## config.mk

```make
export PLATFORM = sky130hd
export DESIGN_NAME = tmr_pin_ctrl
export DESIGN_NICKNAME = d
export VERILOG_FILES = /design/src/rtl/tmr_pkg.sv /design/src/rtl/tmr_regs.sv /design/src/rtl/tmr_chan.sv /design/src/rtl/tmr_pin_mux.sv /design/src/rtl/tmr_pin_ctrl.sv
export SDC_FILE = /design/constraint.sdc
export NUM_CORES = 1
export LEC_CHECK = 0
export BUFFER_PORTS_ARGS = -buffer_cell sky130_fd_sc_hd__buf_2
export CELL_PAD_IN_SITES_DETAIL_PLACEMENT = 1
export CELL_PAD_IN_SITES_GLOBAL_PLACEMENT = 1
export CORE_MARGIN = 8
export CORE_UTILIZATION = 36
export DETAILED_ROUTE_END_ITERATION = 7
export HOLD_SLACK_MARGIN = 0.1
export PLACE_DENSITY_LB_ADDON = 0.1
export SYNTH_ARGS = -nofsm -noshare
export SYNTH_HDL_FRONTEND = slang
export SYNTH_SLANG_ARGS = --single-unit
```

## constraint.sdc

```tcl
create_clock -name clk_i -period 3.2 [get_ports clk_i]
set_input_delay 0.96 -clock clk_i [delete_from_list [all_inputs] [get_ports clk_i]]
set_output_delay 0.96 -clock clk_i [all_outputs]
set_load 0.05 [all_outputs]
```

## src/rtl/tmr_pkg.sv

```systemverilog
package tmr_pkg;
  localparam int unsigned AW = 4;

  typedef enum logic [1:0] {
    ACT_NONE = 2'b00,
    ACT_TGL  = 2'b01,
    ACT_CLR  = 2'b10,
    ACT_SET  = 2'b11
  } act_e;

  localparam logic [AW-1:0] A_MODE = 4'h0;
  localparam logic [AW-1:0] A_FRC  = 4'h1;
  localparam logic [AW-1:0] A_MASK = 4'h2;
  localparam logic [AW-1:0] A_FLAG = 4'h3;
  localparam logic [AW-1:0] A_C7D  = 4'h4;
  localparam logic [AW-1:0] A_ACT0 = 4'h5;
  localparam logic [AW-1:0] A_ACT1 = 4'h6;
  localparam logic [AW-1:0] A_PORT = 4'h7;
  localparam logic [AW-1:0] A_DIR  = 4'h8;
  localparam logic [AW-1:0] A_PIN  = 4'h9;
endpackage

```

## src/rtl/tmr_regs.sv

```systemverilog
module tmr_regs
  import tmr_pkg::*;
#(
  parameter int unsigned NCH = 8
) (
  input  logic             clk_i,
  input  logic             rst_ni,
  input  logic             we_i,
  input  logic [AW-1:0]    addr_i,
  input  logic [NCH-1:0]   wdata_i,
  input  logic [NCH-1:0]   pin_i,
  input  logic [NCH-1:0]   flag_i,
  output logic [NCH-1:0]   rdata_o,
  output logic [NCH-1:0]   mode_o,
  output logic [NCH-1:0]   mask_o,
  output logic [NCH-1:0]   c7d_o,
  output logic [2*NCH-1:0] act_o,
  output logic [NCH-1:0]   port_o,
  output logic [NCH-1:0]   dir_o,
  output logic [NCH-1:0]   frc_o,
  output logic [NCH-1:0]   fclr_o
);
  logic [NCH-1:0]   mode_q, mask_q, c7d_q, port_q, dir_q;
  logic [2*NCH-1:0] act_q;

  always_ff @(posedge clk_i or negedge rst_ni) begin
    if (!rst_ni) begin
      mode_q <= '0;
      mask_q <= '0;
      c7d_q  <= '0;
      port_q <= '0;
      dir_q  <= '0;
      act_q  <= '0;
    end else if (we_i) begin
      case (addr_i)
        A_MODE:  mode_q <= wdata_i;
        A_MASK:  mask_q <= wdata_i;
        A_C7D:   c7d_q  <= wdata_i;
        A_ACT0:  act_q[NCH-1:0] <= wdata_i;
        A_ACT1:  act_q[2*NCH-1:NCH] <= wdata_i;
        A_PORT:  port_q <= wdata_i;
        A_DIR:   dir_q  <= wdata_i;
        default: ;
      endcase
    end
  end

  // force and clear strobes last one cycle only
  assign frc_o  = (we_i && addr_i == A_FRC)  ? wdata_i : '0;
  assign fclr_o = (we_i && addr_i == A_FLAG) ? wdata_i : '0;

  always_comb begin
    case (addr_i)
      A_MODE:  rdata_o = mode_q;
      A_MASK:  rdata_o = mask_q;
      A_FLAG:  rdata_o = flag_i;
      A_C7D:   rdata_o = c7d_q;
      A_ACT0:  rdata_o = act_q[NCH-1:0];
      A_ACT1:  rdata_o = act_q[2*NCH-1:NCH];
      A_PORT:  rdata_o = port_q;
      A_DIR:   rdata_o = dir_q;
      A_PIN:   rdata_o = pin_i;
      default: rdata_o = '0;
    endcase
  end

  assign mode_o = mode_q;
  assign mask_o = mask_q;
  assign c7d_o  = c7d_q;
  assign act_o  = act_q;
  assign port_o = port_q;
  assign dir_o  = dir_q;
endmodule

```

## src/rtl/tmr_chan.sv

```systemverilog
module tmr_chan #(
  parameter int unsigned CW = 16
) (
  input  logic          clk_i,
  input  logic          rst_ni,
  input  logic          mode_i,
  input  logic [CW-1:0] cnt_i,
  input  logic [CW-1:0] cmp_i,
  input  logic          pin_i,
  input  logic          frc_i,
  input  logic          clr_i,
  output logic          evt_o,
  output logic          flag_o,
  output logic [CW-1:0] cap_o
);
  logic          pin_q, flag_q, match, rise, set;
  logic [CW-1:0] cap_q;

  assign match = mode_i && (cnt_i == cmp_i);
  assign rise  = !mode_i && pin_i && !pin_q;
  assign set   = match || rise;
  assign evt_o = mode_i && (match || frc_i);

  always_ff @(posedge clk_i or negedge rst_ni) begin
    if (!rst_ni) begin
      pin_q  <= 1'b0;
      flag_q <= 1'b0;
      cap_q  <= '0;
    end else begin
      pin_q  <= pin_i;
      flag_q <= set | (flag_q & ~clr_i);
      if (rise) cap_q <= cnt_i;
    end
  end

  assign flag_o = flag_q;
  assign cap_o  = cap_q;
endmodule

```

## src/rtl/tmr_pin_mux.sv

```systemverilog
module tmr_pin_mux
  import tmr_pkg::*;
#(
  parameter int unsigned NCH = 8
) (
  input  logic             clk_i,
  input  logic             rst_ni,
  input  logic [NCH-1:0]   evt_i,
  input  logic [2*NCH-1:0] act_i,
  input  logic [NCH-1:0]   mode_i,
  input  logic [NCH-1:0]   mask_i,
  input  logic [NCH-1:0]   c7d_i,
  input  logic [NCH-1:0]   port_i,
  input  logic [NCH-1:0]   dir_i,
  output logic [NCH-1:0]   oc_o,
  output logic [NCH-1:0]   pin_o,
  output logic [NCH-1:0]   oe_o
);
  localparam int unsigned TOP = NCH - 1;

  logic [NCH-1:0] oc_q, oc_d, own;

  for (genvar n = 0; n < NCH; n++) begin : g_pin
    act_e act;
    assign act = act_e'(act_i[2*n +: 2]);

    always_comb begin
      oc_d[n] = oc_q[n];
      if (evt_i[n]) begin
        case (act)
          ACT_TGL: oc_d[n] = ~oc_q[n];
          ACT_CLR: oc_d[n] = 1'b0;
          ACT_SET: oc_d[n] = 1'b1;
          default: oc_d[n] = oc_q[n];
        endcase
      end
      // top channel steering overrides the pin's own action
      if (evt_i[TOP] && mask_i[n]) oc_d[n] = c7d_i[n];
    end

    assign own[n]   = mode_i[n] && ((act != ACT_NONE) || mask_i[n]);
    assign pin_o[n] = own[n] ? oc_q[n] : port_i[n];
    assign oe_o[n]  = own[n] ? 1'b1    : dir_i[n];
  end

  always_ff @(posedge clk_i or negedge rst_ni) begin
    if (!rst_ni) oc_q <= '0;
    else         oc_q <= oc_d;
  end

  assign oc_o = oc_q;
endmodule

```

## src/rtl/tmr_pin_ctrl.sv

```systemverilog
module tmr_pin_ctrl
  import tmr_pkg::*;
#(
  parameter int unsigned NCH = 8,
  parameter int unsigned CW  = 16
) (
  input  logic              clk_i,
  input  logic              rst_ni,
  input  logic [AW-1:0]     addr_i,
  input  logic [NCH-1:0]    wdata_i,
  input  logic              we_i,
  output logic [NCH-1:0]    rdata_o,
  input  logic [CW-1:0]     cnt_i,
  input  logic [NCH*CW-1:0] cmp_i,
  input  logic [NCH-1:0]    pin_i,
  output logic [NCH-1:0]    pin_o,
  output logic [NCH-1:0]    pin_oe_o,
  output logic [NCH-1:0]    flag_o,
  output logic [NCH*CW-1:0] cap_o
);
  logic [NCH-1:0]   mode_q, mask_q, c7d_q, port_q, dir_q, oc_q;
  logic [NCH-1:0]   frc, fclr, evt;
  logic [2*NCH-1:0] act_q;

  tmr_regs #(.NCH(NCH)) u_regs (
    .clk_i   (clk_i),
    .rst_ni  (rst_ni),
    .we_i    (we_i),
    .addr_i  (addr_i),
    .wdata_i (wdata_i),
    .pin_i   (pin_i),
    .flag_i  (flag_o),
    .rdata_o (rdata_o),
    .mode_o  (mode_q),
    .mask_o  (mask_q),
    .c7d_o   (c7d_q),
    .act_o   (act_q),
    .port_o  (port_q),
    .dir_o   (dir_q),
    .frc_o   (frc),
    .fclr_o  (fclr)
  );

  for (genvar n = 0; n < NCH; n++) begin : g_ch
    tmr_chan #(.CW(CW)) u_ch (
      .clk_i  (clk_i),
      .rst_ni (rst_ni),
      .mode_i (mode_q[n]),
      .cnt_i  (cnt_i),
      .cmp_i  (cmp_i[n*CW +: CW]),
      .pin_i  (pin_i[n]),
      .frc_i  (frc[n]),
      .clr_i  (fclr[n]),
      .evt_o  (evt[n]),
      .flag_o (flag_o[n]),
      .cap_o  (cap_o[n*CW +: CW])
    );
  end

  tmr_pin_mux #(.NCH(NCH)) u_mux (
    .clk_i  (clk_i),
    .rst_ni (rst_ni),
    .evt_i  (evt),
    .act_i  (act_q),
    .mode_i (mode_q),
    .mask_i (mask_q),
    .c7d_i  (c7d_q),
    .port_i (port_q),
    .dir_i  (dir_q),
    .oc_o   (oc_q),
    .pin_o  (pin_o),
    .oe_o   (pin_oe_o)
  );
endmodule

```

# --- After elaboration in Yosys (flattened, before gate mapping) ---
# Index checks and enable logic that the tools add are counted.
op_classes:
  bitwise: 32
  mux: 43
  eq_ne: 41
  reduce_logical: 130
op_table:
  columns: ["operator", "n"]
  rows:
  - ["== test 16 bit", 8]
  - ["one-hot mux 8 bit (9 select lines)", 1]
  - ["logical AND 1 bit", 50]
  - ["== test 2 bit, second input constant", 16]
  - ["two-way mux 1 bit", 32]
  - ["nonzero test 2 bit", 16]
  - ["nonzero test 4 bit", 8]
  - ["AND reduction 2 bit", 15]
  - ["logical OR 1 bit", 24]
  - ["one-hot mux 1 bit (3 select lines)", 8]
  - ["== test 2 x 1 -> 1 bit, second input constant", 8]
  - ["== test 4 x 3 -> 1 bit, second input constant", 4]
  - ["zero test 1 bit", 16]
  - ["two-way mux 8 bit", 2]
  - ["inverter 1 bit", 16]
  - ["bitwise AND 1 bit", 8]
  - ["== test 4 x 2 -> 1 bit, second input constant", 2]
  - ["== test 4 bit, second input constant", 2]
  - ["bitwise OR 1 bit", 8]
  - ["== test 4 x 1 -> 1 bit, second input constant", 1]
  - ["zero test 4 bit", 1]
totals:
  register_bits: 208
  word_cells: 285
  out_inout_bits: 160

# --- Depth between registers and ports, before layout ---
# Gate-level depths: netlist (run 1).
logic_depth:
  ltp_word: 8
  mapped_depth: 8
  ltp_nobuf: 6

# --- Hierarchy ---
# From an unflattened synthesis (run 1), not the netlist that was laid out.
unflattened:
  hier_cells: 883
  hier_area_um2: 10983.0
modules_own_cells:
  columns: ["module", "area_each_um2", "instances", "cells_per_inst"]
  rows:
  - ["tmr_chan", 897.1, 8, 69]
  - ["tmr_regs", 2972.9, 1, 230]
  - ["tmr_pin_mux", 833.3, 1, 101]

# --- Least setup slack after synthesis (run 1) ---
# Ideal clock, no wire load.
synth_path:
  kind: "input -> output"
  startpoint: "input port addr_i[0]"
  endpoint: "output port rdata_o[0]"
  t_arrival_ns: 2.988
  path_stages: 5
  path_slack_ns: -0.748
  path_cell_list: "clkbuf_1 > clkbuf_1 > and3_1 > a21oi_1 > o31ai_1"
synth_via:
  elab_chain_len: 2
synth_lines:
  columns: ["element", "line_no", "text"]
  rows:
  - ["start, declared", "tmr_pin_ctrl.sv:9", "input logic [AW-1:0] addr_i,"]
  - ["== test 4 bit, or another cell as far along", "tmr_regs.sv:53", "case (addr_i)"]
  - ["one-hot mux 8 bit (9 select lines) (*)", "tmr_regs.sv:53", null]
  - ["end, declared", "tmr_pin_ctrl.sv:12", "output logic [NCH-1:0] rdata_o,"]
# Every way passes the cells marked *; elsewhere a longest branch is shown, timed or not.

# --- Worst setup path in the final report (run 1) ---
layout_path:
  startpoint: "input port addr_i[0]"
  endpoint: "output port rdata_o[4]"
# The elaborated chain is that of the path after synthesis.

==> impl_metrics.yaml, run 1 <==
global_routing:
  grt_pass1_wl_mm: 65.7
  grt_usage_pct: 24.4
  overflow: 0
  grt_pass1_vias: 9938
  antenna_found_initial: 6
  grt_max_degree: 52
route:
  routed-via-count: 8826
  wl_mm: 44.1
  drc: 0
  dr.pass1.iters: 4
  drt-initial-drc-count: 357
  ant_nets: 0
  via_per_inst: 5.19
  wl_per_cell_um: 25.9
clock_network:
  cts_hold_buffers: 0
  cts.sinks: 208
  clk_pin_slew_ns: 0.06
  clock_latency_ns: 0.53
  cts-root-buf: "clkbuf_16"
  cts_buffers: 25
  tritoncts: "yes"
  cts_buffer_depth: 3
  h-tree-depth: 1
place:
  numPortBuffers: 326
  gp_congestion: 0.901
  place_hpwl_mm: 34.7
  dpl_cell_area_mm2: 0.0133
  post-place-ws_ns: -0.167
  placed_cells: 1650
setup_path:
  r2r_start: "u_regs.act_o[7]"
  reg2reg_depth: 6
  critical_path.cell_chain: "buf_6, buf_12, buf_4, a22oi_2, o22ai_1, a311o_1, buf_6"
  worstPathRequired_ns: 2.24
  cp_top_family: "compound AO/OA/AOI/OAI gates"
  r2r_end: "u_mux.oc_o[3]"
  ff2ff_setup_slack_ns: 1.31
  crit_path_start_kind: "input pin"
  critPathSlowestCell: "a311o_1"
  worstSetupPathType: "in -> out"
  crit_buf_inv: 4
  cp_slowest_stage_delay_ns: 0.39
  crit_path_frequent_cell: "buf_6"
  crit_path_end_kind: "output pin"
  cp_max_fo: 11
  arrival_ns: 2.21
timing:
  setup_viol: 0
  finalHoldViolCount: 0
  slew_violations: 0
  setup_slack_ns: 0.0341
  whs_ns: 0.390
  period_share_pct: 98.9
  slew_headroom_pct: 55.2
  finalClockSkew_ns: 0.0134
  fmax_ghz: 0.316
  rsz0062_at_grt: "yes"
  worstMarginPinSlew_ns: 0.666
  finalCriticalPeriod_ns: 3.17
  finalSetupTns_ns: 0
yosys:
  ys_ff_latch: 208
  yosysWarnings: 0
  async_reset_ff_share_pct: 100
  synth_nets: 1099
  synth.top_cells.by_count: "dfrtp_1 (208), mux2_2 (185), xnor2_1 (75)"
  syn_area_mm2: 0.0107
  synthTopCellsByArea: "dfrtp_1 (48%), mux2_2 (19%), xnor2_1 (6.1%)"
  syn_inst: 924
  yosysMostFrequentCell: "dfrtp_1"
  synth_area_leader_cell: "dfrtp_1"
  seq_area_frac_synth_pct: 48.4
  synth-main-ff-cell: "dfrtp_1"
  syn_area_per_cell_um2: 11.6
  synth.distinct_cells: 55
  synth_top_area_share_pct: 48.4
  synth_edf_count: 0
cells_and_area:
  fin_util_pct: 49.0
  syn2layout_area_growth_pct: 34.8
  nets: 1465
  fin_area_mm2: 0.0145
  finalNonFillerCells: 1701
  drive_gt1_share_pct: 51.8
pwr:
  powerDensity_mw_per_mm2: 762
  p_int_mw: 6.49
  pwr-share-comb_pct: 37.5
  clkPwrFrac_pct: 28.4
  cellLeakagePower_nw: 6.48
  total_power_mw: 11.0
  power_frac_seq_pct: 34.1
  p_sw_mw: 4.56
  vdd_drop_max_mv: 0.518
  switching_share_pct: 41.3
floorplan:
  die_h_um: 189
  num_io_pins: 327
  initial_core_util_pct: 36.4
  core-area_mm2: 0.0296
  dieArea_mm2: 0.0356
  die_w_um: 189
  std_cell_rows: 63
min_path:
  hp-class: "in -> async"
outcome:
  status: "completed"
run:
  drv_cap: 0
==> cells by family (layout without fill, tap and decap cells) <==
logic type | Yosys count | in the layout | synth area share (%)
DFF | 208 | 208 | 48.4
AOI/OAI and AO/OA | 115 | 115 | 7.38
muxes | 195 | 195 | 20.4
buffers and inverters | 95 | 479 | 3.86
adders and majority gates | 8 | 8 | 0.931
xor gates and xnor gates | 128 | 128 | 10.4
and+or+nand+nor | 175 | 175 | 8.54
other | 0 | 3 | 0
==> timing repair <==
item | CTS | global route
endpoints found under the setup margin | 9 | 10
pin swaps | 5 | 12
endpoints found under the hold margin | 0 | 0
setup buffers | 0 | 3
resized for setup | 25 | 33
==> state kept, by name, indices dropped and copies added, names as in the netlist <==
name,cells
u_regs.act_o,16
u_regs.mode_o,8
u_regs.dir_o,8
u_mux.oc_o,8
u_regs.mask_o,8
u_regs.c7d_o,8
u_regs.port_o,8
g_ch.u_ch.cap_o,128
g_ch.u_ch.pin_q,8
g_ch.u_ch.flag_o,8
==> how the worst max path moves through the flow <==
stage	slack, ns	cells past startpoint	to	start
2_1_floorplan	0.003	5	rdata_o[6]	addr_i[0]
3_3_place_gp	-0.16	8	rdata_o[0]	addr_i[2]
3_5_place_dp	-0.17	8	rdata_o[0]	addr_i[2]
4_1_cts	-0.03	8	rdata_o[3]	addr_i[0]
5_1_grt	-0.02	8	rdata_o[0]	addr_i[3]
6_report	0.03	7	rdata_o[4]	addr_i[0]
==> layer usage <==
layer / wire [um] / track usage, % / vias up
met4: 1170 / 7.01 / 6
met5: 45 / 0 / -
met3: 3410 / 7.87 / 73
met2: 21700 / 41.0 / 268
met1: 17700 / 29.5 / 4484
li1: - / - / 3995
==> power by group through the flow <==
stage	combinational (mW)	sequential [mW]	clock [mW]
3_5_place_dp	4.12	3.79	0
4_1_cts	4.15	3.76	3.22
3_3_place_gp	4.09	3.78	0
2_1_floorplan	1.47	5.05	0
5_1_grt	4.37	3.84	3.32
6_report	4.14	3.77	3.14
==> area by class of cell <==
class | instances | area [um2]
diodes | 3 | 7.51
clock buffers | 33 | 716
clock inverters | 12 | 208
fillers | 3298 | 15100
inverters | 18 | 67.6
multi-input cells | 621 | 5310
flip-flops and latches | 208 | 5200
well taps | 390 | 488
repair buffers | 416 | 2490
==> placed cells by master (no fill, tap or decap), drive strengths merged, types with 9 or more instances in the layout <==
cell	Yosys	layout
nor2b	10	10
mux2	185	185
a32oi	10	10
nand4	14	14
o21ai	31	31
nand2	60	60
buf	24	415
mux2i	9	9
nor2	17	17
clkbuf	53	34
nor3	10	10
xnor2	75	75
nand3	14	14
nor3b	10	10
xor2	53	53
dfrtp	208	208
inv	18	20
nor4	14	14
nand2b	11	11
a21oi	21	21
Note: power is estimated with default switching activity, not from simulation.
==> run 2: changes to the inputs <==
--- a/config.mk
+++ b/config.mk
@@ -13,6 +13,7 @@
 export DETAILED_ROUTE_END_ITERATION = 7
 export HOLD_SLACK_MARGIN = 0.1
 export PLACE_DENSITY_LB_ADDON = 0.1
+export RECOVER_POWER = 100
 export SYNTH_ARGS = -nofsm -noshare
 export SYNTH_HDL_FRONTEND = slang
 export SYNTH_SLANG_ARGS = --single-unit
==> impl_metrics.yaml, run 2 (synthesis gave the netlist of run 1 again) <==
outcome:
  status: "finished, violations left"
  violations: "capacitance limit, slew limit"
min_path:
  min-delay-start: "g_ch[7].u_ch.cap_o[4]"
  whs_path_depth: 1
  hp-class: "reg -> reg"
global_routing:
  grt_usage_pct: 24.4
  grt_max_degree: 52
  antenna_found_initial: 6
  grt_pass1_vias: 9938
  grt_pass1_wl_mm: 65.7
  overflow: 0
setup_path:
  cp_slowest_stage_delay_ns: 0.38
  crit_path_start_kind: "input pin"
  critPathSlowestCell: "a311o_1"
  cp_max_fo: 11
  ff2ff_setup_slack_ns: 0.59
  arrival_ns: 2.20
  crit_path_frequent_cell: "buf_6"
  crit_path_end_kind: "output pin"
  critical_path.cell_chain: "buf_6, buf_12, buf_4, a22oi_2, o22ai_1, a311o_1, buf_6"
  r2r_start: "u_regs.mode_o[7]"
  startpoint: "addr_i[0]"
  reg2reg_depth: 4
  worstSetupPathType: "in -> out"
  worstPathRequired_ns: 2.24
cells_and_area:
  final-seq-area_mm2: 0.00520
  fin_util_pct: 48.5
  finalNonFillerCells: 1701
  nets: 1465
  largest_reg_flops: 128
  final_cell_mix: "buf_2 (305), dfrtp_1 (208), mux2_2 (184)"
  syn2layout_area_growth_pct: 33.3
  multiInputGateArea_mm2: 0.00525
  drive_gt1_share_pct: 49.8
  fill_cells: 3315
  fin_area_mm2: 0.0143
  final_common_cell: "buf_2"
place:
  dpl_cell_area_mm2: 0.0133
  gp_congestion: 0.901
  post-place-ws_ns: -0.167
  placed_cells: 1650
  numPortBuffers: 326
  place_hpwl_mm: 34.7
floorplan:
  die_h_um: 189
  initial_core_util_pct: 36.4
  core-area_mm2: 0.0296
  die_w_um: 189
  std_cell_rows: 63
  num_io_pins: 327
  dieArea_mm2: 0.0356
route:
  wl_mm: 44.1
  routed-via-count: 8837
  wl_per_cell_um: 25.9
  ant_nets: 0
  drc: 0
  drt-initial-drc-count: 356
  via_per_inst: 5.20
  dr.pass1.iters: 4
timing:
  finalSetupTns_ns: 0
  rsz0062_at_grt: "yes"
  whs_ns: 0.501
  setup_slack_ns: 0.0416
  setup_viol: 0
  period_share_pct: 98.7
  finalCriticalPeriod_ns: 3.16
  fmax_ghz: 0.317
  slew_headroom_pct: -2.62
  finalHoldViolCount: 0
  slew_violations: 18
  finalClockSkew_ns: 0.0128
  worstMarginPinSlew_ns: 1.54
pwr:
  cellLeakagePower_nw: 6.37
  total_power_mw: 11.0
  vdd_drop_max_mv: 0.518
  powerDensity_mw_per_mm2: 769
clock_network:
  cts.sinks: 208
  cts-root-buf: "clkbuf_16"
  clock_latency_ns: 0.53
  cts_buffers: 25
  h-tree-depth: 1
  tritoncts: "yes"
  clk_pin_slew_ns: 0.06
  cts_buffer_depth: 3
run:
  drv_cap: 1
run 2: cell types whose count changed in the layout (fill, tap and decap cells not counted):
| cell | delta |
|---|---|
| nor3b_4 | -4 |
| clkbuf_2 | +4 |
| buf_4 | -11 |
| buf_12 | -3 |
| clkbuf_8 | -1 |
| nor3b_2 | -3 |
| clkbuf_1 | +19 |
| buf_2 | -8 |
| nor3b_1 | +7 |
run 2: metal layers:
metal	vias to the layer above	GRT usage [%]	wire length, um
li1	3992	-	-
met3	69	7.87	3270
met5	-	0	45
met2	269	41.0	21700
met1	4501	29.5	17900
met4	6	7.01	1160
run 2: cell type report:
type / instances / share of cell area (%)
multi-input combinational: 621 / 36.7
sequential: 208 / 36.3
timing repair buffer: 416 / 16.6
clock buffer: 33 / 5.00
tap: 390 / 3.41
clock inverter: 12 / 1.45
inverter: 18 / 0.472
antenna: 3 / 0.0524
run 2: final timing paths:
kind	endpoint
max reg2reg	g_ch[7].u_ch.cap_o[13]
max in group asynchronous	g_ch[0].u_ch.cap_o[11]
min	g_ch[7].u_ch.cap_o[4]
max	rdata_o[4]
min in group asynchronous	g_ch[0].u_ch.flag_o
min reg2reg	g_ch[7].u_ch.cap_o[4]
run 2: what timing repair did:
item,CTS,global route
endpoints found under the hold margin,0,0
hold buffers,0,0
resized for setup,25,33
endpoints found under the setup margin,9,10
cloned,0,0
buffers inserted,0,3
pin swaps,5,12
run 2: power by group:
group          leakage (nW)  switching [mW]  total [mW]  internal, mW
sequential             2.45           0.522        3.76          3.24
clock                 0.458            1.16        3.14          1.98
combinational          3.47            2.87        4.12          1.24
run 2: worst max-delay path, delay by kind of cell:
kind | cells | cell delay [ns]
AO/OA/AOI/OAI | 3 | 0.64
buffers and inverters | 4 | 0.60
==> run 3: changes to the inputs <==
--- a/config.mk
+++ b/config.mk
@@ -5,10 +5,11 @@
 export SDC_FILE = /design/constraint.sdc
 export NUM_CORES = 1
 export LEC_CHECK = 0
-export BUFFER_PORTS_ARGS = -buffer_cell sky130_fd_sc_hd__buf_2
+export ABC_AREA = 0
+export BUFFER_PORTS_ARGS = -buffer_cell sky130_fd_sc_hd__clkbuf_2
 export CELL_PAD_IN_SITES_DETAIL_PLACEMENT = 1
 export CELL_PAD_IN_SITES_GLOBAL_PLACEMENT = 1
-export CORE_MARGIN = 8
+export CORE_MARGIN = 3
 export CORE_UTILIZATION = 36
 export DETAILED_ROUTE_END_ITERATION = 7
 export HOLD_SLACK_MARGIN = 0.1
==> impl_metrics.yaml, run 3 (synthesis gave the netlist of run 1 again) <==
min_path:
  whs_path_depth: 1
  hp-class: "reg -> reg"
floorplan:
  initial_core_util_pct: 37.0
  die_h_um: 179
  num_io_pins: 327
  dieArea_mm2: 0.0320
  core-area_mm2: 0.0291
  std_cell_rows: 62
  die_w_um: 179
timing:
  rsz0062_at_grt: "yes"
  worstMarginPinSlew_ns: 1.88
  setup_slack_ns: -0.0169
  fmax_ghz: 0.311
  finalSetupTns_ns: -0.0169
  period_share_pct: 101
  slew_violations: 89
  whs_ns: 0.507
  finalClockSkew_ns: 0.00682
  finalCriticalPeriod_ns: 3.22
  finalHoldViolCount: 0
  slew_headroom_pct: -25.6
  setup_viol: 1
clock_network:
  clock_latency_ns: 0.52
  clk_pin_slew_ns: 0.05
  cts.sinks: 208
  h-tree-depth: 1
  cts-root-buf: "clkbuf_16"
  tritoncts: "yes"
  cts_hold_buffers: 0
  cts_buffers: 25
  cts_buffer_depth: 3
setup_path:
  reg2reg_depth: 4
  cp_max_fo: 11
  ff2ff_setup_slack_ns: 0.66
  r2r_start: "u_regs.mode_o[3]"
  crit_path_start_kind: "input pin"
  worstPathRequired_ns: 2.24
  arrival_ns: 2.26
  startpoint: "addr_i[2]"
  crit_path_end_kind: "output pin"
  worstSetupPathType: "in -> out"
  r2r_end: "g_ch[3].u_ch.cap_o[9]"
  crit_end: "rdata_o[2]"
route:
  wl_mm: 42.7
  routed-via-count: 8923
  drc: 0
  wl_per_cell_um: 25.3
  dr.pass1.iters: 4
  ant_nets: 0
  via_per_inst: 5.29
  drt-initial-drc-count: 479
outcome:
  violations: "capacitance limit, slew limit, setup timing"
  status: "finished, violations left"
cells_and_area:
  fin_area_mm2: 0.0140
  nets: 1462
  final_cell_mix: "dfrtp_1 (208), mux2_2 (181), clkbuf_2 (176)"
  largest_reg_flops: 128
  drive_gt1_share_pct: 38.0
  syn2layout_area_growth_pct: 30.3
  final_common_cell: "dfrtp_1"
  finalNonFillerCells: 1688
  n_antenna_cell: 0
  fill_cells: 3322
  fin_util_pct: 48.2
place:
  gp_congestion: 0.903
  dpl_cell_area_mm2: 0.0133
  post-place-ws_ns: -0.238
  place_hpwl_mm: 32.9
  placed_cells: 1640
  numPortBuffers: 326
pwr:
  cellLeakagePower_nw: 5.97
  vdd_drop_max_mv: 0.694
  powerDensity_mw_per_mm2: 762
  total_power_mw: 10.7
global_routing:
  grt_max_degree: 71
  overflow: 0
  antenna_found_initial: 1
  grt_pass1_wl_mm: 63.5
  grt_usage_pct: 26.9
  grt_pass1_vias: 9715
run:
  drv_cap: 2
run 3: timing repair:
item | 4_1_cts | 5_1_grt
endpoints found under the setup margin | 8 | 10
cloned | 0 | 0
pin swaps | 7 | 6
setup buffers | 4 | 0
resized for setup | 29 | 16
run 3: how the worst min path moves through the flow:
stage                                      start                     end  slack, ns
final                      g_ch[4].u_ch.cap_o[6]   g_ch[4].u_ch.cap_o[6]       0.51
after global routing      g_ch[4].u_ch.cap_o[10]  g_ch[4].u_ch.cap_o[10]       0.52
after CTS                                 rst_ni  g_ch[3].u_ch.cap_o[14]       0.45
after detailed placement   g_ch[2].u_ch.cap_o[6]   g_ch[2].u_ch.cap_o[6]       0.49
after global placement     g_ch[7].u_ch.cap_o[8]   g_ch[7].u_ch.cap_o[8]       0.49
after floorplan              g_ch[0].u_ch.flag_o     g_ch[0].u_ch.flag_o       0.47
run 3: report_power, final:
part	leakage (nW)	switching, mW	internal, mW
registers	2.45	0.514	3.24
clock network	0.411	1.13	1.81
logic	3.12	2.86	1.12
total	5.97	4.51	6.17
run 3: layer usage:
metal | up-vias | track usage, % | share of wire, %
met3 | 65 | 7.16 | 7.0
li1 | 4000 | - | -
met4 | 2 | 6.56 | 2.4
met2 | 248 | 45.4 | 49
met1 | 4608 | 34.3 | 42
met5 | - | 0 | 0.030
run 3: layout make-up:
type,instances,area (um2),share of cell area [%]
multi-input combinational,621,5220,37.3
sequential,208,5200,37.2
timing repair buffer,413,2200,15.7
clock buffer,33,676,4.82
tap,384,480,3.43
clock inverter,11,165,1.18
inverter,18,67.6,0.482
run 3: worst max-delay path: stages:
cell,delay [ns]
clkbuf_16,0.15
nor2b_4,0.13
buf_4,0.14
a32o_1,0.21
a222oi_1,0.30
nand2_1,0.17
buf_8,0.18
